### src/rtl/ata_shadow_pkg.sv
package ata_shadow_pkg;

  localparam int RA_W  = 4;
  localparam int TF_W  = 8;
  localparam int N_DEV = 2;

  // host register addresses
  localparam logic [RA_W-1:0] RA_ERRFEAT = 4'd1;
  localparam logic [RA_W-1:0] RA_STCMD   = 4'd7;
  localparam logic [RA_W-1:0] RA_ALTCTL  = 4'd8;
  localparam logic [RA_W-1:0] RA_BMST    = 4'd9;
  localparam logic [RA_W-1:0] RA_VIOL    = 4'd10;

  // plain read/write task-file bytes occupy this address window
  localparam int TF_LO    = 2;
  localparam int TF_HI    = 6;
  localparam int TF_DEVHD = 6;

  // bit positions
  localparam int ST_BSY    = 7;
  localparam int ST_DRDY   = 6;
  localparam int ST_ERR    = 0;
  localparam int DC_NIEN   = 1;
  localparam int DC_SRST   = 2;
  localparam int DH_DEV    = 4;
  localparam int BM_IRQ    = 2;
  localparam int BM_RW_LSB = 5;
  localparam int BM_RW_W   = 2;

  typedef enum logic [2:0] {
    MD_IDLE  = 3'd0,
    MD_PWRUP = 3'd1,
    MD_SRST  = 3'd2,
    MD_CMD   = 3'd3,
    MD_DIAG  = 3'd4
  } trk_mode_e;

endpackage

### src/rtl/ata_tf_file.sv
module ata_tf_file
  import ata_shadow_pkg::*;
#(
  parameter int DW = TF_W,
  parameter int AW = RA_W
) (
  input  logic          clk,
  input  logic          rst_n,
  input  logic          wr_en,
  input  logic          rd_en,
  input  logic [AW-1:0] addr,
  input  logic [DW-1:0] wdata,
  input  logic          st_bsy,
  input  logic          st_drdy,
  input  logic [DW-1:0] status_byte,
  input  logic [DW-1:0] bm_byte,
  input  logic [DW-1:0] err_byte,
  output logic [DW-1:0] rdata,
  output logic          cmd_wr,
  output logic          st_rd,
  output logic          bm_wr,
  output logic          ctl_wr_ok,
  output logic          dev_sel,
  output logic [DW-1:0] last_opc
);

  logic [DW-1:0]        tf_q [TF_LO:TF_HI];
  logic [TF_HI:TF_LO]   tf_hit;
  logic [DW-1:0]        opc_q, opc_d;
  logic                 pu_ok_q, pu_ok_d;
  logic                 viol_q, viol_d;
  logic                 ready_now, ctl_hit, ctl_allowed, viol_clr;

  generate
    for (genvar r = TF_LO; r <= TF_HI; r++) begin : g_tf_hit
      assign tf_hit[r] = wr_en && (addr == AW'(r));
    end
  endgenerate

  assign cmd_wr      = wr_en && (addr == RA_STCMD);
  assign st_rd       = rd_en && (addr == RA_STCMD);
  assign bm_wr       = wr_en && (addr == RA_BMST);
  assign ctl_hit     = wr_en && (addr == RA_ALTCTL);
  assign viol_clr    = wr_en && (addr == RA_VIOL) && wdata[0];
  assign ready_now   = !st_bsy && st_drdy;
  assign ctl_allowed = pu_ok_q || ready_now;
  assign ctl_wr_ok   = ctl_hit && ctl_allowed;
  assign dev_sel     = tf_q[TF_DEVHD][DH_DEV];
  assign last_opc    = opc_q;

  // next state
  always_comb begin
    opc_d   = cmd_wr ? wdata : opc_q;
    pu_ok_d = pu_ok_q || ready_now;
    viol_d  = viol_q;
    if (ctl_hit && !ctl_allowed) begin
      viol_d = 1'b1;
    end else if (viol_clr) begin
      viol_d = 1'b0;
    end
  end

  // registers
  always_ff @(posedge clk or negedge rst_n) begin
    if (!rst_n) begin
      for (int r = TF_LO; r <= TF_HI; r++) begin
        tf_q[r] <= '0;
      end
      opc_q   <= '0;
      pu_ok_q <= 1'b0;
      viol_q  <= 1'b0;
    end else begin
      for (int r = TF_LO; r <= TF_HI; r++) begin
        if (tf_hit[r]) begin
          tf_q[r] <= wdata;
        end
      end
      if (cmd_wr) begin
        opc_q <= opc_d;
      end
      pu_ok_q <= pu_ok_d;
      viol_q  <= viol_d;
    end
  end

  // read mux
  always_comb begin
    rdata = '0;
    if (addr == RA_ERRFEAT) begin
      rdata = err_byte;
    end else if (addr == RA_STCMD || addr == RA_ALTCTL) begin
      rdata = status_byte;
    end else if (addr == RA_BMST) begin
      rdata = bm_byte;
    end else if (addr == RA_VIOL) begin
      rdata = {{(DW-1){1'b0}}, viol_q};
    end else begin
      for (int r = TF_LO; r <= TF_HI; r++) begin
        if (addr == AW'(r)) begin
          rdata = tf_q[r];
        end
      end
    end
  end

endmodule

### src/rtl/ata_cmpl_track.sv
module ata_cmpl_track
  import ata_shadow_pkg::*;
#(
  parameter int NDEV = N_DEV
) (
  input  logic            clk,
  input  logic            rst_n,
  input  logic            cmd_wr,
  input  logic            cmd_is_diag,
  input  logic            last_is_diag,
  input  logic            srst_evt,
  input  logic            dev_sel,
  input  logic [NDEV-1:0] done_in,
  input  logic [NDEV-1:0] err_in,
  output logic            busy,
  output logic            err_flag,
  output logic            irq_set
);

  trk_mode_e       mode_q, mode_d;
  logic [NDEV-1:0] done_q, done_d;
  logic [NDEV-1:0] err_q, err_d;
  logic [NDEV-1:0] take;
  logic            all_done;
  logic            trk_en;

  // a slot's pulse counts once per outstanding operation; for an
  // ordinary command only the selected slot may count
  generate
    for (genvar g = 0; g < NDEV; g++) begin : g_take
      assign take[g] = done_in[g] && !done_q[g] &&
                       ((mode_q == MD_CMD) ? (g == int'(dev_sel))
                                           : (mode_q != MD_IDLE));
    end
  endgenerate

  assign all_done = &(done_q | take);

  always_comb begin
    done_d  = done_q | take;
    err_d   = err_q | (take & err_in);
    mode_d  = mode_q;
    irq_set = 1'b0;
    unique case (mode_q)
      MD_PWRUP, MD_SRST: begin
        if (all_done) mode_d = MD_IDLE;
      end
      MD_CMD: begin
        if (|take) begin
          irq_set = 1'b1;
          mode_d  = MD_IDLE;
        end
      end
      MD_DIAG: begin
        if (take[0]) irq_set = 1'b1;
        if (all_done) mode_d = MD_IDLE;
      end
      default: ;
    endcase
    if (srst_evt) begin
      done_d  = '0;
      err_d   = '0;
      mode_d  = MD_SRST;
      irq_set = 1'b0;
    end else if (cmd_wr) begin
      done_d  = '0;
      err_d   = '0;
      mode_d  = cmd_is_diag ? MD_DIAG : MD_CMD;
      irq_set = 1'b0;
    end
  end

  assign trk_en = srst_evt || cmd_wr || (|take);

  always_ff @(posedge clk or negedge rst_n) begin
    if (!rst_n) begin
      mode_q <= MD_PWRUP;
      done_q <= '0;
      err_q  <= '0;
    end else if (trk_en) begin
      mode_q <= mode_d;
      done_q <= done_d;
      err_q  <= err_d;
    end
  end

  assign busy     = (mode_q != MD_IDLE);
  assign err_flag = !busy && (last_is_diag ? err_q[0] : err_q[dev_sel]);

endmodule

### src/rtl/ata_irq_ctl.sv
module ata_irq_ctl
  import ata_shadow_pkg::*;
#(
  parameter int DW = TF_W
) (
  input  logic               clk,
  input  logic               rst_n,
  input  logic               irq_set,
  input  logic               st_rd,
  input  logic               bm_wr,
  input  logic               bm_w1c,
  input  logic [BM_RW_W-1:0] bm_rw_in,
  input  logic               ctl_wr_ok,
  input  logic               ctl_nien,
  input  logic               srst_evt,
  output logic               intrq,
  output logic               irq_pend,
  output logic               nien,
  output logic [DW-1:0]      bm_byte
);

  logic               pend_q, pend_d;
  logic               flag_q, flag_d;
  logic               nien_q, nien_d;
  logic [BM_RW_W-1:0] rw_q, rw_d;
  logic               bm_clr;

  assign bm_clr = bm_wr && bm_w1c;

  always_comb begin
    pend_d = pend_q;
    flag_d = flag_q;
    if (srst_evt) begin
      pend_d = 1'b0;
      flag_d = 1'b0;
    end else if (irq_set) begin
      pend_d = 1'b1;
      flag_d = 1'b1;
    end else begin
      if (st_rd || bm_clr) pend_d = 1'b0;
      if (bm_clr)          flag_d = 1'b0;
    end
    nien_d = ctl_wr_ok ? ctl_nien : nien_q;
    rw_d   = bm_wr ? bm_rw_in : rw_q;
  end

  always_ff @(posedge clk or negedge rst_n) begin
    if (!rst_n) begin
      pend_q <= 1'b0;
      flag_q <= 1'b0;
      nien_q <= 1'b0;
      rw_q   <= '0;
    end else begin
      pend_q <= pend_d;
      flag_q <= flag_d;
      if (ctl_wr_ok) nien_q <= nien_d;
      if (bm_wr)     rw_q   <= rw_d;
    end
  end

  always_comb begin
    bm_byte                          = '0;
    bm_byte[BM_IRQ]                  = flag_q;
    bm_byte[BM_RW_LSB +: BM_RW_W]    = rw_q;
  end

  assign irq_pend = pend_q;
  assign nien     = nien_q;
  assign intrq    = pend_q && !nien_q;

endmodule

### src/rtl/ata_shadow_irq.sv
module ata_shadow_irq
  import ata_shadow_pkg::*;
#(
  parameter int            DW        = TF_W,
  parameter int            AW        = RA_W,
  parameter int            NDEV      = N_DEV,
  parameter logic [DW-1:0] DIAG_OPC  = 8'h90,
  parameter logic [DW-1:0] ABRT_CODE = 8'h04
) (
  input  logic            clk,
  input  logic            rst_n,
  input  logic            reg_wr,
  input  logic            reg_rd,
  input  logic [AW-1:0]   reg_addr,
  input  logic [DW-1:0]   reg_wdata,
  output logic [DW-1:0]   reg_rdata,
  input  logic [NDEV-1:0] dev_done,
  input  logic [NDEV-1:0] dev_err,
  input  logic [NDEV-1:0] dev_rdy,
  output logic            intrq
);

  logic [1:0]    rst_pipe_q;
  logic          rst_n_s;
  logic          busy, err_flag, drdy;
  logic          irq_set, irq_pend, nien;
  logic          cmd_wr, st_rd, bm_wr, ctl_wr_ok, srst_evt;
  logic          dev_sel, cmd_is_diag, last_is_diag;
  logic [DW-1:0] last_opc, status_byte, err_byte, bm_byte;

  // reset: asserted asynchronously, released on the clock
  always_ff @(posedge clk or negedge rst_n) begin
    if (!rst_n) rst_pipe_q <= '0;
    else        rst_pipe_q <= {rst_pipe_q[0], 1'b1};
  end
  assign rst_n_s = rst_pipe_q[1];

  assign drdy         = dev_rdy[dev_sel];
  assign cmd_is_diag  = (reg_wdata == DIAG_OPC);
  assign last_is_diag = (last_opc == DIAG_OPC);
  assign srst_evt     = ctl_wr_ok && reg_wdata[DC_SRST];
  assign err_byte     = err_flag ? ABRT_CODE : '0;

  always_comb begin
    status_byte          = '0;
    status_byte[ST_BSY]  = busy;
    status_byte[ST_DRDY] = drdy;
    status_byte[ST_ERR]  = err_flag;
  end

  ata_tf_file #(.DW(DW), .AW(AW)) u_tf (
    .clk         (clk),
    .rst_n       (rst_n_s),
    .wr_en       (reg_wr),
    .rd_en       (reg_rd),
    .addr        (reg_addr),
    .wdata       (reg_wdata),
    .st_bsy      (busy),
    .st_drdy     (drdy),
    .status_byte (status_byte),
    .bm_byte     (bm_byte),
    .err_byte    (err_byte),
    .rdata       (reg_rdata),
    .cmd_wr      (cmd_wr),
    .st_rd       (st_rd),
    .bm_wr       (bm_wr),
    .ctl_wr_ok   (ctl_wr_ok),
    .dev_sel     (dev_sel),
    .last_opc    (last_opc)
  );

  ata_cmpl_track #(.NDEV(NDEV)) u_trk (
    .clk          (clk),
    .rst_n        (rst_n_s),
    .cmd_wr       (cmd_wr),
    .cmd_is_diag  (cmd_is_diag),
    .last_is_diag (last_is_diag),
    .srst_evt     (srst_evt),
    .dev_sel      (dev_sel),
    .done_in      (dev_done),
    .err_in       (dev_err),
    .busy         (busy),
    .err_flag     (err_flag),
    .irq_set      (irq_set)
  );

  ata_irq_ctl #(.DW(DW)) u_irq (
    .clk       (clk),
    .rst_n     (rst_n_s),
    .irq_set   (irq_set),
    .st_rd     (st_rd),
    .bm_wr     (bm_wr),
    .bm_w1c    (reg_wdata[BM_IRQ]),
    .bm_rw_in  (reg_wdata[BM_RW_LSB +: BM_RW_W]),
    .ctl_wr_ok (ctl_wr_ok),
    .ctl_nien  (reg_wdata[DC_NIEN]),
    .srst_evt  (srst_evt),
    .intrq     (intrq),
    .irq_pend  (irq_pend),
    .nien      (nien),
    .bm_byte   (bm_byte)
  );

endmodule

### config.mk
export PLATFORM = sky130hd
export DESIGN_NAME = ata_shadow_irq
export DESIGN_NICKNAME = d
export VERILOG_FILES = /design/src/rtl/ata_shadow_pkg.sv /design/src/rtl/ata_tf_file.sv /design/src/rtl/ata_cmpl_track.sv /design/src/rtl/ata_irq_ctl.sv /design/src/rtl/ata_shadow_irq.sv
export SDC_FILE = /design/constraint.sdc
export NUM_CORES = 1
export LEC_CHECK = 0
export CAP_MARGIN = 20
export CORE_MARGIN = 2
export CORE_UTILIZATION = 45
export DETAILED_ROUTE_END_ITERATION = 10
export PLACE_DENSITY = 0.67
export SLEW_MARGIN = 20
export SYNTH_ARGS = -nofsm -noshare
export SYNTH_HDL_FRONTEND = slang
export SYNTH_HIERARCHICAL = 1
export SYNTH_SLANG_ARGS = --single-unit
### constraint.sdc
create_clock -name clk -period 1.93 [get_ports clk]
set_input_delay 0.2895 -clock clk [delete_from_list [all_inputs] [get_ports clk]]
set_output_delay 0.2895 -clock clk [all_outputs]
set_load 0.02 [all_outputs]
==> summary.md <==
| Metric | Value |
|---|---|
| Pwr Total | 4.86 mW |
| Critical-path maximum fanout | 2 |
| Top_reg_cell synth | dfrtp_1 |
| Post-synth top cells | 63 x dfrtp_1, 51 x mux2_2, 28 x nand2_1 |
| Final worst path period need | 2.53 ns |
| GR Overflow Total | 0 |
| Tightest Pin Transition | 0.503 ns |
| Vias/cell | ~5.5 |
| Global Route met3 Usage | 3.84% |
| #FFs+latches synth | 64 |
| Max VDD drop | around 0.00057 V |
| Die ar. | 9180 sq um |
| Most numerous cell in the Yosys netlist | dfrtp_1 |
| H-tree Lvls | 3 |
| Status | finished, violations left |
| Setup ws final | -0.598 ns |
| CP endpoint kind | output port |
| M2 GR Usage | 35.3% |
| First-pass GRT wire length | 15600 um |
| CTS Sinks | 64 |
| Final period util | 131% |
| CP Data Required Time | 1.64 ns |
| Drt first pass iters | 4 |
| Ys async rst share | between 90% and 100% |
| Boundary Pins | 31 |
| Seq/Total Area, Yosys | 42.2% |
| Maxcap violations | 0 |
| Clock tree buffer depth | 2 |
| Final slew viol count | 0 |
| FMAX | 396 MHz |
| Post-Layout Cell Count | between 500 and 600 |
| WL per Instance | 16.7 um |
| Dpl hpwl | between 6000 and 7000 um |
| CTS root buf | clkbuf_8 |
| Max transition margin | 66.3% |
| Post-synth cell types | 48 |
| Data arrival, critical path | around 2.2 ns |
| Top cell type's share of synthesized area | 41.6% |
| Initial Utilization | 46.4% |
| GPL Wtd Cong | 0.926 |
| CP Launch Type | flop |
| Clock latency on the worst-skew pair | 0.34 ns |
| Syn Inst Count | 364 |
| Setup Viol. Count Final | 10 |
| Share of layout cells above drive strength 1 | between 40% and 50% |
| Diode count | 0 |
| Worst Skew | 0.0100 ns |
| Post-Syn Area | 3790 sq um |
| Crit Path Class | flop to output port |
| Ys Warns | 6 |
| DR DRC count | 0 |
| Via count of the first global-routing pass | 3074 |
| Final hold vios | 0 |
| DRT iter0 DRCs | 172 |
| Reg clk slew, reported paths | around 0.080 ns |
| # fillers | 637 |
| Fin Setup TNS | -2.10 ns |
| LEAKAGE | around 2.3 nW |
| Final hold slack | 0.0965 ns |
| FP Rows | 33 |
| Number of cells after detailed placement | 555 |
| Hold WC Path Type | primary input to asynchronous set/reset pin |
| CTS tree | yes |
| Most area-hungry cell type in the Yosys netlist | dfrtp_1 |
| Pwr/cell area | 944 nW/um^2 |
| Die height | 95.8 um |
| Synth Area per Inst | ~10 sq um |
| Nets | 488 |
| EDFF count, synth | 0 |
| Largest net degree at the start of global routing | 63 |
| RSZ-0062 raised after global routing | yes |
| Failing checks | setup timing |
| Initial antenna violation count | 0 |
| Gr busiest metal | met2 |
| Top area cells in the synthesized netlist | dfrtp_1 42%, mux2_2 15%, a21oi_1 3.6% |
| DIE WIDTH | about 96 um |
| Area Overhead vs Synth | 35.7% |
| Via count | between 3000 and 4000 |
| Gr usage total | 22.6% |
| Num CTS Buffers | 9 |
| # port buffers | 30 |
| M1 GR Usage | a little under a third |
| Core area | 8180 sq um |
| Wirelength, routed | 9610 um |
| Final Core Density | a little over three fifths |
| Antenna Nets Post-Route | 0 |
==> flip-flops by register name (all words and copies together) (netlist names), 2 cells and up <==
name / flops
u_tf/tf_q: 39
u_trk/err_q: 2
u_trk/mode_q: 3
rst_pipe_q: 2
u_irq/rw_q: 2
u_trk/done_q: 2
u_tf/last_opc: 8
==> cells by family after synthesis <==
family	synth area share, %
mux	19.1
buf+inv	6.00
compound gates	14.3
flops	42.2
other cells	0.297
simple gates	18.0
==> worst paths after layout <==
path	from	to	slack (ns)	cells after the start
hold / removal	rst_n	rst_pipe_q[0]	0.1	1
hold reg to reg	rst_pipe_q[1]	u_tf/tf_q[32]	0.28	1
max in group asynchronous	rst_pipe_q[1]	u_trk/mode_q[0]	1.33	1
setup / recovery	u_tf/last_opc[1]	reg_rdata[0]	-0.60	10
setup reg to reg	u_tf/dev_sel	u_irq/flag_q	-0.17	9
min in group clk	rst_pipe_q[0]	rst_pipe_q[1]	0.36	0
==> per-layer routing <==
metal  vias up  routed length (um)  part of all wire, %
li1       1502                   -                    -
met3        19                 368                  3.8
met4         0                 239                  2.5
met2        71                4530                   47
met1      1587                4470                   47
met5         -                   0                    0
==> cell type report <==
type / instances / area, sq um / area share [%]
tap: 105 / 131 / 2.55
timing repair buffer: 100 / 861 / 16.7
multi-input combinational: 279 / 2240 / 43.5
inverter: 12 / 47.5 / 0.924
clock buffer: 12 / 165 / 3.21
clock inverter: 4 / 98.8 / 1.92
sequential: 64 / 1600 / 31.2
==> worst max-delay path, stage by stage, from the launching register on <==
cell and delay [ns]:
dfrtp_1 0.38, or4_4 0.55, nor2_4 0.10, nor2b_2 0.05, mux2i_1 0.15, nor2_1 0.08, nand3b_1 0.08, o21ai_1 0.06
a22oi_1 0.16, o211ai_1 0.12, buf_2 0.18
==> cells in the final DEF (no fill, tap or decap), types with 3 or more instances in the layout <==
cell,Yosys,routed
o21ai_2,0,4
dfrtp_1,63,62
inv_1,12,11
nand3b_1,12,12
a221o_1,7,7
a21oi_1,27,23
o22ai_1,8,5
o21ai_0,8,5
nor2_2,2,3
nand2_1,28,27
nor2_1,16,13
mux2_4,8,12
a31oi_1,4,4
conb_1,3,23
buf_6,5,11
buf_2,8,4
nand4bb_1,3,3
bufinv_16,0,3
clkdlybuf4s50_1,0,18
mux2_2,51,47
o211ai_1,10,10
clkbuf_8,0,12
mux2i_1,3,3
nand2b_1,17,16
buf_4,7,62
o21ai_1,7,6
nand3_1,10,10
a21oi_2,0,3
==> power breakdown <==
part | internal (mW) | switching [mW]
logic | 0.817 | 0.686
clock network | 0.967 | 0.539
registers | 1.67 | 0.181
==> through the flow <==
step,instance area [sq um],setup WS (ns)
finish,5150,-0.598
global route,5150,-0.760
CTS,5070,-0.619
detailed placement,4660,-0.696
global placement,4660,-0.678
floorplan,3910,-0.157
==> what timing repair did <==
item / CTS / global route
pin swaps: 11 / 6
endpoints found under the setup margin: 18 / 15
buffers inserted: 5 / 3
hold buffers: 0 / 0
resized for setup: 75 / 19
No activity file was read; power rests on OpenSTA's default activity.
